===== config.mk =====
export PLATFORM = sky130hd
export DESIGN_NAME = rimm_expander
export DESIGN_NICKNAME = d
export VERILOG_FILES = /design/src/rtl/rimm_pkg.sv /design/src/rtl/rimm_rot_stage.sv /design/src/rtl/rimm_barrel.sv /design/src/rtl/rimm_expander.sv
export SDC_FILE = /design/constraint.sdc
export NUM_CORES = 1
export LEC_CHECK = 0
export ABC_AREA = 1
export CORE_UTILIZATION = 31
export CTS_BUF_LIST = sky130_fd_sc_hd__clkbuf_8
export DETAILED_ROUTE_END_ITERATION = 6
export PLACE_DENSITY_LB_ADDON = 0.12
export SYNTH_ARGS = -nofsm -noshare
export SYNTH_HDL_FRONTEND = slang
export SYNTH_HIERARCHICAL = 1
export SYNTH_SLANG_ARGS = --single-unit

===== constraint.sdc =====
create_clock -name clk -period 1.2 [get_ports clk]
set_input_delay 0.18 -clock clk [delete_from_list [all_inputs] [get_ports clk]]
set_output_delay 0.18 -clock clk [all_outputs]
set_load 0.03 [all_outputs]

===== src/rtl/rimm_pkg.sv =====
package rimm_pkg;
    parameter int SEED_W  = 8;
    parameter int CNT_W   = 4;
    parameter int WORD_W  = 32;
    parameter int FIELD_W = SEED_W + CNT_W;
endpackage


===== src/rtl/rimm_rot_stage.sv =====
module rimm_rot_stage #(
    parameter int W     = 32,
    parameter int SHIFT = 2
) (
    input  logic         en,
    input  logic [W-1:0] din,
    output logic [W-1:0] dout
);
    // fixed right rotation by SHIFT, bypassed when en is low
    assign dout = en ? {din[SHIFT-1:0], din[W-1:SHIFT]} : din;
endmodule


===== src/rtl/rimm_barrel.sv =====
module rimm_barrel
    import rimm_pkg::*;
(
    input  logic [SEED_W-1:0] seed,
    input  logic [CNT_W-1:0]  count,
    output logic [WORD_W-1:0] rotated
);
    localparam int PAD_W = WORD_W - SEED_W;

    logic [WORD_W-1:0] tap [CNT_W+1];

    assign tap[0] = {{PAD_W{1'b0}}, seed};

    // count bit i enables a rotation by 2^(i+1)
    for (genvar i = 0; i < CNT_W; i++) begin : g_stage
        rimm_rot_stage #(
            .W     (WORD_W),
            .SHIFT (2 << i)
        ) u_stage (
            .en   (count[i]),
            .din  (tap[i]),
            .dout (tap[i+1])
        );
    end

    assign rotated = tap[CNT_W];

    always_comb begin
        AST_SEED_PASS: assert (count != '0 || rotated == {{PAD_W{1'b0}}, seed});
        AST_ONES_KEPT: assert ($countones(rotated) == $countones(seed));
    end
endmodule


===== src/rtl/rimm_expander.sv =====
module rimm_expander
    import rimm_pkg::*;
#(
    parameter bit REG_OUT = 1'b1
) (
    input  logic               clk,
    input  logic               rst_n,
    input  logic [FIELD_W-1:0] imm_field,
    input  logic               invert,
    input  logic               carry_in,
    output logic [WORD_W-1:0]  operand,
    output logic               carry_out
);
    logic [SEED_W-1:0] seed;
    logic [CNT_W-1:0]  count;
    logic [WORD_W-1:0] rotated;
    logic [WORD_W-1:0] op_next;
    logic              c_next;

    assign seed  = imm_field[SEED_W-1:0];
    assign count = imm_field[FIELD_W-1:SEED_W];

    rimm_barrel u_barrel (
        .seed    (seed),
        .count   (count),
        .rotated (rotated)
    );

    assign op_next = invert ? ~rotated : rotated;
    assign c_next  = (count == '0) ? carry_in : rotated[WORD_W-1];

    if (REG_OUT) begin : g_reg
        logic primed;

        always_ff @(posedge clk) begin
            if (!rst_n) begin
                operand   <= '0;
                carry_out <= 1'b0;
                primed    <= 1'b0;
            end else begin
                operand   <= op_next;
                carry_out <= c_next;
                primed    <= 1'b1;
            end
        end

        AST_CARRY_HOLD: assert property (@(posedge clk) disable iff (!rst_n)
            (primed && $past(count) == '0) |-> carry_out == $past(carry_in));
        AST_CARRY_MSB: assert property (@(posedge clk) disable iff (!rst_n)
            (primed && $past(count) != '0) |->
            carry_out == ($past(invert) ? ~operand[WORD_W-1] : operand[WORD_W-1]));
        AST_INV_ONES: assert property (@(posedge clk) disable iff (!rst_n)
            (primed && $past(invert)) |->
            $countones(operand) == WORD_W - $countones($past(seed)));
    end else begin : g_comb
        assign operand   = op_next;
        assign carry_out = c_next;
    end
endmodule


Yosys cells after proc, flatten, opt, wreduce, memory -nomap -nowiden
Cells that the tools add are included.
{"block": "op_classes", "muxes": 6, "bitwise_logic": 1, "n_reduce_logical": 1}
{"cell": "two-way mux 32 bit", "count": 5}
{"cell": "NOT 32 bit", "count": 1}
{"cell": "zero test 4 bit", "count": 1}
{"cell": "two-way mux 1 bit", "count": 1}
{"block": "word_totals", "regBits": 33, "inputBits": 16, "out_inout_bits": 33, "word_cells": 10}

Depth between registers and ports, before layout
{"block": "logic_depth", "ltp_word": 6, "mapped_depth": 14, "ltp_nobuf": 12}

Cells and area by module
Netlist, hierarchy kept.
{"mod": "rimm_expander", "instances": 1, "cells_each": 179, "area_each_um2": 1276.2, "seq_area_each_um2": 660.6}
{"mod": "rimm_rot_stage (u_barrel.g_stage[1].u_stage ...)", "instances": 2, "cells_each": 104, "area_each_um2": 496.7, "seq_area_each_um2": 0.0}
{"mod": "rimm_rot_stage (u_barrel.g_stage[0].u_stage ...)", "instances": 2, "cells_each": 104, "area_each_um2": 494.2, "seq_area_each_um2": 0.0}
{"mod": "rimm_barrel", "instances": 1, "cells_each": 1, "area_each_um2": 3.8, "seq_area_each_um2": 0.0}

Worst setup path after synthesis
OpenSTA, ideal clock, no wires.
{"block": "synth_timing", "kind": "input port to flip-flop", "startpoint": "input imm_field[8]", "endpoint": "register operand[16]", "setup_time_ns": 0.113, "t_arrival_ns": 1.092, "slack_ns": -0.005, "cell_stages": 14, "path_cell_list": "buf_6 > inv_8 > buf_12 > nand2_2 > nand2_1 > nand2_1 > nand2_1 > nand2_2 > nand2_1 > nand2_1 > nand2_1 > nand2_1 > nand2_1 > nor2_1"}
{"item": "start, declared", "line_no": "rimm_expander.sv:8", "rtl": "input logic [FIELD_W-1:0] imm_field,"}
{"item": "end signal, assigned", "line_no": "rimm_expander.sv:41", "rtl": "operand <= op_next;"}
{"item": "end, declared", "line_no": "rimm_expander.sv:11", "rtl": "output logic [WORD_W-1:0] operand,"}

Worst setup path after layout
{"block": "layout_timing", "startpoint": "register carry_out", "endpoint": "output carry_out"}
{"item": "start, declared", "line_no": "rimm_expander.sv:12", "rtl": "output logic carry_out"}
{"item": "start signal, assigned", "line_no": "rimm_expander.sv:42", "rtl": "carry_out <= c_next;"}
No word-level cell between the ends.

==> flow_summary.json <==
{
  "via_count": 3455,
  "synth_common_cells": "nand2_1 (403), nor2_1 (67), nand2_2 (46)",
  "routed_via_density": 4.20,
  "clock-sinks": 33,
  "critPathMaxFanout": 1,
  "fin_cells": 823,
  "core-area_mm2": 0.0103,
  "syn-cell-area_mm2": 0.00326,
  "critical_path_class": "reg2out",
  "status": "completed",
  "cts_made_buffers": 5,
  "synthFlopType": "dfxtp_1",
  "swShare": 0.376,
  "synth_seq_cells": 33,
  "clkTransAtPathRegs_ps": 70,
  "rows": 37,
  "yosysMostFrequentCell": "nand2_1",
  "drc_errors": 0,
  "path_buf_inv": 1,
  "hold_viol": 0,
  "ant_nets": 0,
  "drv_slew": 0,
  "async_flop_share": 0,
  "avgSynthCellArea_um2": 5.47,
  "required_ps": 1020,
  "fp.dieH_um": 105,
  "postSynthCellCount": 596,
  "finalCritPeriodShare": 0.965,
  "place.port_buffers": 48,
  "synth_edf_count": 0,
  "slowest_delay_ps": 390,
  "die_w_um": 105,
  "seqPwrFrac": 0.310,
  "hold_buffers": 0,
  "post-place-ws_ps": -678,
  "grt_pass1_vias": 3117,
  "path_delay_family": "buffers and inverters",
  "cpMaxStageDelayCell": "dlygate4sd2_1",
  "gr-total-overflow": 0,
  "power_density_mw_per_mm2": 946,
  "rsz0062_at_grt": "yes",
  "fin_util": 0.408,
  "cts_tree": "built",
  "critPathCaptureType": "output pin",
  "clockPowerShare": 0.266,
  "ys_seq_area_frac": 0.203,
  "nFillCells": 1168,
  "netlist.area_leader.share": 0.464,
  "setup_tns_ps": 0,
  "synth.distinct_cells": 14,
  "maxCapViolCount": 0,
  "clockBufferDepth": 2,
  "dieArea_mm2": 0.0109,
  "peakVddDrop_mv": 0.498,
  "wl_per_cell_um": 11.1,
  "setup_slack_ps": 42.5,
  "synth.top_cells.by_area": "nand2_1 (46%), dfxtp_1 (20%), nand2_2 (8.8%)",
  "pin_count": 49,
  "worstPathCellList": "dlygate4sd2_1",
  "h-tree-depth": 2,
  "grt_pass1_wl_mm": 15.3,
  "start_util": 0.317,
  "grtUsageTotal": 0.175,
  "drt_iter0_markers": 129,
  "cp-start-kind": "flip-flop",
  "antenna_cells": 0,
  "syn_to_final_growth_pct": 28.5,
  "routed_wl_mm": 9.14,
  "drive_above_1_share": 0.211,
  "internal_power_w": 0.00247,
  "fmax_mhz": 864,
  "worst_hold_path_type": "in2reg",
  "dr.pass1.iters": 4,
  "arrival_ps": 980,
  "p_sw_w": 0.00149,
  "combPwrFrac": 0.424,
  "synth_area_leader_cell": "nand2_1",
  "fin_nets": 702,
  "gp_congestion": 0.808,
  "hpwl_mm": 6.88,
  "cts-root-buf": "clkbuf_8",
  "grt_max_degree": 65,
  "ys_warn_count": 6,
  "dp.cells": 810,
  "setup_viol": 0,
  "antenna_found_initial": 0,
  "period_minus_slack_ps": 1160,
  "p_leak_nw": 2.59
}
through the flow:
stage | total power [W] | hold slack [ps] | area [um2]
finish | 0.00397 | 407 | 4190
global route | 0.00428 | 431 | 4190
CTS | 0.00387 | 407 | 4030
detailed placement | 0.00280 | 609 | 3820
global placement | 0.00280 | 609 | 3820
floorplan | 0.00245 | 399 | 3440
cells by family after synthesis:
logic type / Yosys count / share of synthesized area
AND/OR/NAND/NOR: 517 / 0.631
AO/OA/AOI/OAI: 1 / 0.00153
buffers and inverters: 44 / 0.164
other: 1 / 0.00115
flip-flops: 33 / 0.203
worst paths after layout:
kind,cells after the start,startpoint,endpoint,slack [ps]
hold / removal,4,invert,operand[0]$_SDFF_PN0_,410
setup / recovery,1,carry_out$_SDFF_PN0_,carry_out,40
metal layers:
metal,vias up,wire (um),track usage
met5,-,0,0
met4,0,104,0.0503
met3,6,227,0.0162
met2,52,4610,0.315
met1,1513,4200,0.221
li1,1884,-,-
placed cells by master, fill, tap and decap left out, drive strengths merged:
| cell | netlist | routed |
|---|---|---|
| a21oi | 1 | 1 |
| buf | 27 | 33 |
| bufbuf | 0 | 3 |
| bufinv | 0 | 1 |
| clkbuf | 12 | 10 |
| clkdlybuf4s15 | 0 | 10 |
| clkdlybuf4s50 | 0 | 2 |
| conb | 1 | 48 |
| dfxtp | 33 | 33 |
| dlygate4sd2 | 0 | 22 |
| dlymetal6s2s | 0 | 1 |
| inv | 5 | 6 |
| nand2 | 449 | 449 |
| nand3 | 1 | 1 |
| nor2 | 67 | 67 |
final cells by class:
cell class                 instances  area [um2]  share of cell area
timing repair buffer              75         783               0.187
multi-input combinational        566        2390               0.570
clock buffer                       6        82.6              0.0197
tap                              136         170              0.0406
inverter                           5        71.3              0.0170
sequential                        33         661               0.158
clock inverter                     2        33.8             0.00806
sequential cells by signal, summed over array words and instances (netlist names):
| name | count |
|---|---|
| operand | 32 |
| carry_out | 1 |
power by group through the flow:
stage	Clock, W	Sequential [W]	Combinational [W]
3_5_place_dp	0	0.00126	0.00154
6_report	0.00106	0.00123	0.00168
5_1_grt	0.00116	0.00124	0.00188
2_1_floorplan	0	0.00147	0.000979
4_1_cts	0.00109	0.00123	0.00154
3_3_place_gp	0	0.00126	0.00154
timing repair:
item,in CTS,in global routing
setup buffers,1,0
gates resized for setup,54,62
cloned,3,1
pin swaps,2,14
endpoints found under the setup margin,58,43
Power figures use the tool's default switching activity.
